===== config.mk =====
export PLATFORM = sky130hd
export DESIGN_NAME = codec_ctl_writer
export DESIGN_NICKNAME = d
export VERILOG_FILES = /design/src/rtl/codec_ctl_pkg.sv /design/src/rtl/ccw_step_timer.sv /design/src/rtl/ccw_sequencer.sv /design/src/rtl/ccw_shadow.sv /design/src/rtl/codec_ctl_writer.sv
export SDC_FILE = /design/constraint.sdc
export NUM_CORES = 2
export LEC_CHECK = 0
export BUFFER_PORTS_ARGS = -buffer_cell sky130_fd_sc_hd__buf_2
export CORE_MARGIN = 2
export CORE_UTILIZATION = 51
export DETAILED_ROUTE_END_ITERATION = 12
export PLACE_DENSITY = 0.77
export REMOVE_ABC_BUFFERS = 1
export SYNTH_ARGS = -nofsm -noshare
export SYNTH_HDL_FRONTEND = slang
export SYNTH_SLANG_ARGS = --single-unit

===== constraint.sdc =====
create_clock -name clk -period 8.1 [get_ports clk]
set_clock_uncertainty 0.15 [all_clocks]
set_input_delay 0.81 -clock clk [delete_from_list [all_inputs] [get_ports clk]]
set_output_delay 0.81 -clock clk [all_outputs]
set_load 0.01 [all_outputs]

===== src/rtl/codec_ctl_pkg.sv =====
package codec_ctl_pkg;
  typedef enum logic [2:0] {
    ST_IDLE,
    ST_START,
    ST_CLK_LO,
    ST_DATA,
    ST_CLK_HI,
    ST_END_LO,
    ST_END_HI
  } seq_state_t;
endpackage


===== src/rtl/ccw_step_timer.sv =====
module ccw_step_timer #(
  parameter int STEP_CYCLES = 100
) (
  input  logic clk,
  input  logic rst_n,
  input  logic restart,
  input  logic run,
  output logic step_done
);
  localparam int CNT_W = (STEP_CYCLES > 1) ? $clog2(STEP_CYCLES) : 1;
  localparam logic [CNT_W-1:0] LAST = CNT_W'(STEP_CYCLES - 1);

  logic [CNT_W-1:0] cnt_q, cnt_d;

  assign step_done = run && (cnt_q == LAST);

  always_comb begin
    cnt_d = cnt_q;
    if (restart)        cnt_d = '0;
    else if (step_done) cnt_d = '0;
    else if (run)       cnt_d = cnt_q + 1'b1;
  end

  always_ff @(posedge clk or negedge rst_n) begin
    if (!rst_n) cnt_q <= '0;
    else        cnt_q <= cnt_d;
  end
endmodule


===== src/rtl/ccw_sequencer.sv =====
module ccw_sequencer
  import codec_ctl_pkg::*;
#(
  parameter int FRAME_W = 16
) (
  input  logic               clk,
  input  logic               rst_n,
  input  logic               start,
  input  logic [FRAME_W-1:0] frame_in,
  input  logic               step_done,
  output logic               busy,
  output logic               sclk,
  output logic               sdo,
  output logic               csn,
  output logic               rw
);
  localparam int IDX_W = $clog2(FRAME_W);
  localparam logic [IDX_W-1:0] LAST_BIT = IDX_W'(FRAME_W - 1);

  seq_state_t         st_q, st_d;
  logic [FRAME_W-1:0] sh_q, sh_d;
  logic [IDX_W-1:0]   idx_q, idx_d;
  logic sclk_q, sclk_d, sdo_q, sdo_d, csn_q, csn_d, rw_q, rw_d;

  always_comb begin
    st_d = st_q; sh_d = sh_q; idx_d = idx_q;
    sclk_d = sclk_q; sdo_d = sdo_q; csn_d = csn_q; rw_d = rw_q;
    unique case (st_q)
      ST_IDLE: if (start) begin
        st_d = ST_START; sh_d = frame_in; idx_d = '0;
        csn_d = 1'b0; rw_d = 1'b1;
      end
      ST_START: if (step_done) begin
        st_d = ST_CLK_LO; sclk_d = 1'b0;
      end
      ST_CLK_LO: if (step_done) begin
        st_d = ST_DATA; sdo_d = sh_q[FRAME_W-1];
      end
      ST_DATA: if (step_done) begin
        st_d = ST_CLK_HI; sclk_d = 1'b1;
      end
      ST_CLK_HI: if (step_done) begin
        sclk_d = 1'b0;
        if (idx_q == LAST_BIT) begin
          st_d = ST_END_LO; csn_d = 1'b1;
        end else begin
          st_d = ST_CLK_LO;
          sh_d = {sh_q[FRAME_W-2:0], 1'b0};
          idx_d = idx_q + 1'b1;
        end
      end
      ST_END_LO: if (step_done) begin
        st_d = ST_END_HI; sclk_d = 1'b1;
      end
      ST_END_HI: if (step_done) begin
        st_d = ST_IDLE; rw_d = 1'b0;
      end
      default: st_d = ST_IDLE;
    endcase
  end

  always_ff @(posedge clk or negedge rst_n) begin
    if (!rst_n) begin
      st_q <= ST_IDLE; sh_q <= '0; idx_q <= '0;
      sclk_q <= 1'b1; sdo_q <= 1'b0; csn_q <= 1'b1; rw_q <= 1'b0;
    end else begin
      st_q <= st_d; sh_q <= sh_d; idx_q <= idx_d;
      sclk_q <= sclk_d; sdo_q <= sdo_d; csn_q <= csn_d; rw_q <= rw_d;
    end
  end

  assign busy = (st_q != ST_IDLE);
  assign sclk = sclk_q;
  assign sdo  = sdo_q;
  assign csn  = csn_q;
  assign rw   = rw_q;
endmodule


===== src/rtl/ccw_shadow.sv =====
module ccw_shadow #(
  parameter int ADDR_W = 7,
  parameter int DATA_W = 9
) (
  input  logic              clk,
  input  logic              rst_n,
  input  logic              wr_en,
  input  logic [ADDR_W-1:0] wr_addr,
  input  logic [DATA_W-1:0] wr_data,
  input  logic [ADDR_W-1:0] rd_addr,
  output logic [DATA_W-1:0] rd_data
);
  localparam int DEPTH = 1 << ADDR_W;

  logic [DATA_W-1:0] ent_q [DEPTH];

  for (genvar g = 0; g < DEPTH; g++) begin : g_ent
    logic ent_en;
    assign ent_en = wr_en && (wr_addr == ADDR_W'(g));
    always_ff @(posedge clk or negedge rst_n) begin
      if (!rst_n)      ent_q[g] <= '0;
      else if (ent_en) ent_q[g] <= wr_data;
    end
  end

  assign rd_data = ent_q[rd_addr];
endmodule


===== src/rtl/codec_ctl_writer.sv =====
module codec_ctl_writer #(
  parameter int ADDR_W      = 7,
  parameter int DATA_W      = 9,
  parameter int STEP_CYCLES = 100
) (
  input  logic              clk,
  input  logic              rst_n,
  input  logic              req_valid,
  output logic              req_ready,
  input  logic [ADDR_W-1:0] req_addr,
  input  logic [DATA_W-1:0] req_data,
  input  logic              req_nocache,
  input  logic [ADDR_W-1:0] rd_addr,
  output logic [DATA_W-1:0] rd_data,
  output logic              ser_clk,
  output logic              ser_dat,
  output logic              sel_n,
  output logic              dir_wr
);
  localparam int FRAME_W = ADDR_W + DATA_W;

  logic busy, accept, step_done;

  assign req_ready = !busy;
  assign accept    = req_valid && req_ready;

  ccw_step_timer #(.STEP_CYCLES(STEP_CYCLES)) u_timer (
    .clk(clk), .rst_n(rst_n), .restart(accept), .run(busy),
    .step_done(step_done)
  );

  ccw_sequencer #(.FRAME_W(FRAME_W)) u_seq (
    .clk(clk), .rst_n(rst_n), .start(accept),
    .frame_in({req_addr, req_data}), .step_done(step_done),
    .busy(busy), .sclk(ser_clk), .sdo(ser_dat), .csn(sel_n), .rw(dir_wr)
  );

  ccw_shadow #(.ADDR_W(ADDR_W), .DATA_W(DATA_W)) u_shadow (
    .clk(clk), .rst_n(rst_n), .wr_en(accept && !req_nocache),
    .wr_addr(req_addr), .wr_data(req_data),
    .rd_addr(rd_addr), .rd_data(rd_data)
  );
endmodule


* Yosys cells after proc, flatten, opt, wreduce, memory -nomap -nowiden
Index checks and enable logic that the tools add are counted.
** Operators by class
- $lt $le $gt $ge :: 1
- Add/sub/neg operators :: 2
- Muxes and demuxes :: 32
- Equal/unequal tests :: 146
- Reductions and logical operators :: 148
- Bitwise logic cells :: 1
** Operator list (number)
- $eq A7 B7 Y1 const B :: 65
- $eq A7 B6 Y1 const B :: 32
- $logic_and A1 B1 Y1 :: 131
- $eq A7 B5 Y1 const B :: 16
- $bmux W9 S7 :: 1
- $eq A7 B4 Y1 const B :: 8
- $mux W16 :: 3
- $pmux W16 S2 :: 1
- $eq A7 B3 Y1 const B :: 4
- $mux W3 :: 8
- $mux W7 :: 3
- $pmux W3 S7 :: 1
- $mux W9 :: 2
- $ne A2 B2 Y1 const B :: 8
- $eq A7 B2 Y1 const B :: 2
- $mux W4 :: 3
- $eq A3 B3 Y1 const B :: 3
- $ge A8 B8 Y1 const B :: 1
- $not A7 Y8 :: 1
- $pmux W4 S2 :: 1
- $reduce_and A4 Y1 :: 2
- $add A7 B1 Y7 const B :: 1
- $eq A7 B1 Y1 const B :: 1
- $logic_not A7 Y1 :: 1
- other kinds (15) :: 31
** Word-level totals
- Output and inout port bits :: 14
- Bits in registers :: 1186
- Input bits :: 27
- Word-level logic and storage cells :: 466

* Logic depth before layout (Yosys ltp)
- Depth in word-level cells :: 5
- Mapped depth :: 8
- Gate-level depth less buffers :: 5

* Hierarchy
From an unflattened synthesis, not the netlist that was laid out.
** Second synthesis, totals
- Cell total of the unflattened synthesis :: 3281
- Area total of the unflattened synthesis :: 54019.3 µm²
** Modules (own cells, without submodules)
- ccw_shadow :: cells an instance 3096, times used 1, area each 52087.5 µm², seq. area each 28827.6 µm²
- ccw_sequencer :: cells an instance 145, times used 1, area each 1541.5 µm², seq. area each 678.2 µm²
- ccw_step_timer :: cells an instance 37, times used 1, area each 367.9 µm², seq. area each 175.2 µm²
- codec_ctl_writer :: cells an instance 3, times used 1, area each 22.5 µm², seq. area each 0.0 µm²

* Least setup slack after synthesis
No wires, ideal clock.
- Kind :: input -> output
- Start point :: input port rd_addr[2]
- End point :: output port rd_data[0]
- Required time :: 7.140 ns
- Data arrival time :: 3.280 ns
- Path slack :: 3.860 ns
- Stages :: 7
- Path buffers :: 3
- Cells stage by stage :: clkbuf_1 > clkbuf_1 > clkbuf_1 > mux4_2 > mux4_2 > mux4_2 > mux2_2
** On the way
- Cells in the longest elaborated chain, start to end :: 4
** Ends and longest elaborated chain
- start: declaration :: line codec_ctl_writer.sv:13 : input logic [ADDR_W-1:0] rd_addr,
- $not A7 Y8 (implied by the code) :: line ccw_shadow.sv:26 : assign rd_data = ent_q[rd_addr];
- $bmux W9 S7 :: line ccw_shadow.sv:26
- $mux W9 (implied by the code) (2 in series) :: line ccw_shadow.sv:26
- end: declaration :: line codec_ctl_writer.sv:14 : output logic [DATA_W-1:0] rd_data,
No other way between the ends. The select of a mux whose other input is x is not followed.

* Worst setup path after layout
- Start point :: input port rd_addr[2]
- End point :: output port rd_data[8]
The elaborated chain is that of the path after synthesis.

==> run metrics <==
dpl hpwl about 79 mm; IO Port Bufs 40; CP Cell Sequence buf_8 > buf_4 > mux4_2 > mux4_2 > mux4_2 > mux2_2 > buf_2; H-tree lvl count 3; synthesized flop and latch total between 1k and 1.5k; leakage 28.89 nW; CTS max path bufs 3; Initial Util 51.31%; Clock Latency Late Sink between 0.6 and 0.7 ns; CP most frequent cell mux4_2; wire per inst 27.82 µm; antenna-violating nets left 0; initial antenna violation count 4; DR pass1 iterations 7; crit path DAT 4.37 ns; MaxCap Viol Count 0; Clock Sinks 1186; setup bufs post-CTS 0; Num CTS Buffers between 100 and 150; DR vias 30.02k; Tcrit/Tclk final about two thirds; CP Capture Type output port; power consumption about 12 mW; # rows 120; mapped cell area between 50000 and 60000 µm²; Synth Area per Inst 16.67 µm²; final wirelength ~130 mm; worst-margin pin slew 1.240 ns; GPL Wtd Cong 0.7919; Fin Setup TNS 0 ns; maximum number of pins on one net before global-route repair 183; nets ~3.3k; clk root buf clkbuf_16; grt ovf 0; Distinct cells, synth approximately 50; Die X 331.7 µm; initial drt markers between 2k and 2.5k; Buffers & Inverters on Critical Path 3; slowest CP cell buf_8; fillers 7990; Final Hold Fails 0; Layout area overhead 10.23%; PwrDens 201.6 nW/µm²; first-pass GRT wire length 204.3 mm; Period minus WS final 5.329 ns; commonest non-fill, non-tap cell in the layout dfrtp_1; cts hold-fix bufs 0; status complete, no violations; Avg Vias per Cell 6.339; Post-synth EDFFs 0; DR DRC count 0; fmax ~0.19 GHz; final setup violating endpoints 0; area of the multi-input gates 24020 µm²; RSZ-0062 raised after global routing no; worst setup path class primary input to output port; CTS tree done; total track usage approximately a quarter; Reg clk slew, reported paths 0.06 ns; commonest non-fill, non-tap cells in the layout dfrtp_1, mux2_2, mux4_2, clkbuf_16, mux2_4; share of flip-flops with an asynchronous set or reset between 90% and 100%; cell family with most CP delay multiplexers; core area between 100000 and 150000 µm²; Synth Flop Type dfrtp_1; slowest stage delay, CP 0.68 ns; Die Ht between 300 and 400 µm; # resized after CTS 0; crit start category primary input; vias in the first global route 31.72k; hold crit path type primary input to async pin; VDD IR max 0.0002420 V; register area 29680 µm²; # IOs 41; Synthesis Warnings 0; Worst Path Required between 7 and 8 ns; cells after synthesis 3286; share of layout cells above drive strength 1 57.42%; sequential-to-total area share from yosys stat between 50 and 60%; Final Max Tran Viols 0; relative slew slack between 15 and 20%; Die ar. 110000 µm²; Worst Path Max Fanout 111
flip-flops by register name (all words and copies together), names as in the netlist:
name and count:
u_seq.rw 1, u_shadow.ent_q 1152, u_seq.st_q 3, u_timer.cnt_q 7, u_seq.idx_q 4, u_seq.sdo 1
u_seq.csn 1, u_seq.sh_q 16, u_seq.sclk 1
metrics by stage:
stage                     instance area [µm²]  std cells  util (%)  setup WS [ns]  hold slack [ns]
after floorplan                         53680       3019         -          3.194           0.2960
after global placement                  56260       4514     52.70          2.800           0.3164
after detailed placement                56260       4514     52.70          2.799           0.3220
after CTS                               60370       4733     56.55          2.798          0.08365
after global routing                    60370       4735     56.55          2.661           0.1315
final                                   60370       4735     56.55          2.771          0.01354
final timing paths:
path | cells after the start | from | slack (ns) | end
min in group clk | 2 | u_seq.sh_q[3] | 0.33 | u_seq.sh_q[3]
max in group asynchronous | 3 | rst_n | 5.84 | u_shadow.ent_q[493]
setup / recovery | 7 | rd_addr[2] | 2.77 | rd_data[8]
hold reg to reg | 2 | u_seq.sh_q[3] | 0.33 | u_seq.sh_q[3]
setup reg to reg | 5 | u_seq.st_q[1] | 3.96 | u_shadow.ent_q[765]
hold / removal | 1 | rst_n | 0.01 | u_shadow.ent_q[67]
report_power, final:
part           internal [mW]  switching [mW]  total [mW]
combinational          0.113           0.373       0.486
clock                   3.42            2.33        5.75
sequential              5.93         0.00415        5.94
total                   9.46            2.71        12.2
per-layer routing:
| layer | vias to the layer above | track usage (%) | wire length, µm |
|---|---|---|---|
| met4 | 2 | 7.403 | 3680 |
| met3 | 220 | 3.900 | 6913 |
| met5 | - | 0 | 10 |
| li1 | 12363 | - | - |
| met1 | 16612 | 34.27 | 56650 |
| met2 | 819 | 39.21 | 64480 |
logic make-up after synthesis:
kind of cell,after synthesis,share of synthesized area [%]
muxes,1555,40.27
DFF,1186,54.19
buffers and inverters,272,2.017
and+or+nand+nor,222,2.915
AOI/OAI and AO/OA,45,0.4980
xor gates and xnor gates,3,0.04798
adders and majority gates,3,0.06396
cell usage after synthesis (3+ instances only):
cell type,number,area share [%]
a21o_1,3,0.041
a21oi_1,7,0.064
and2_1,4,0.046
buf_1,30,0.21
buf_2,28,0.26
buf_6,4,0.082
clkbuf_1,202,1.4
dfrtp_1,1184,54
inv_1,4,0.027
mux2_2,1082,22
mux2_4,81,2.2
mux2i_1,14,0.26
mux4_2,378,16
nand2_1,31,0.21
nand2b_1,3,0.034
nand3_1,73,0.67
nand3b_1,3,0.041
nor2_1,14,0.096
nor2b_1,4,0.046
nor3_2,43,0.79
nor3_4,21,0.62
nor3b_1,3,0.041
o21ai_0,22,0.20
o31ai_1,4,0.055
or3_1,4,0.046
xnor2_1,3,0.048
cell type report:
type	count	share of cell area (%)
Antenna cell	2	0.008290
Clock buffer	168	5.685
Clock inverter	51	1.125
Multi-Input combinational cell	1828	39.79
Sequential cell	1186	49.16
Timing Repair Buffer	92	1.287
Tap cell	1403	2.908
Inverter	5	0.03109
Power figures use the tool's default switching activity.
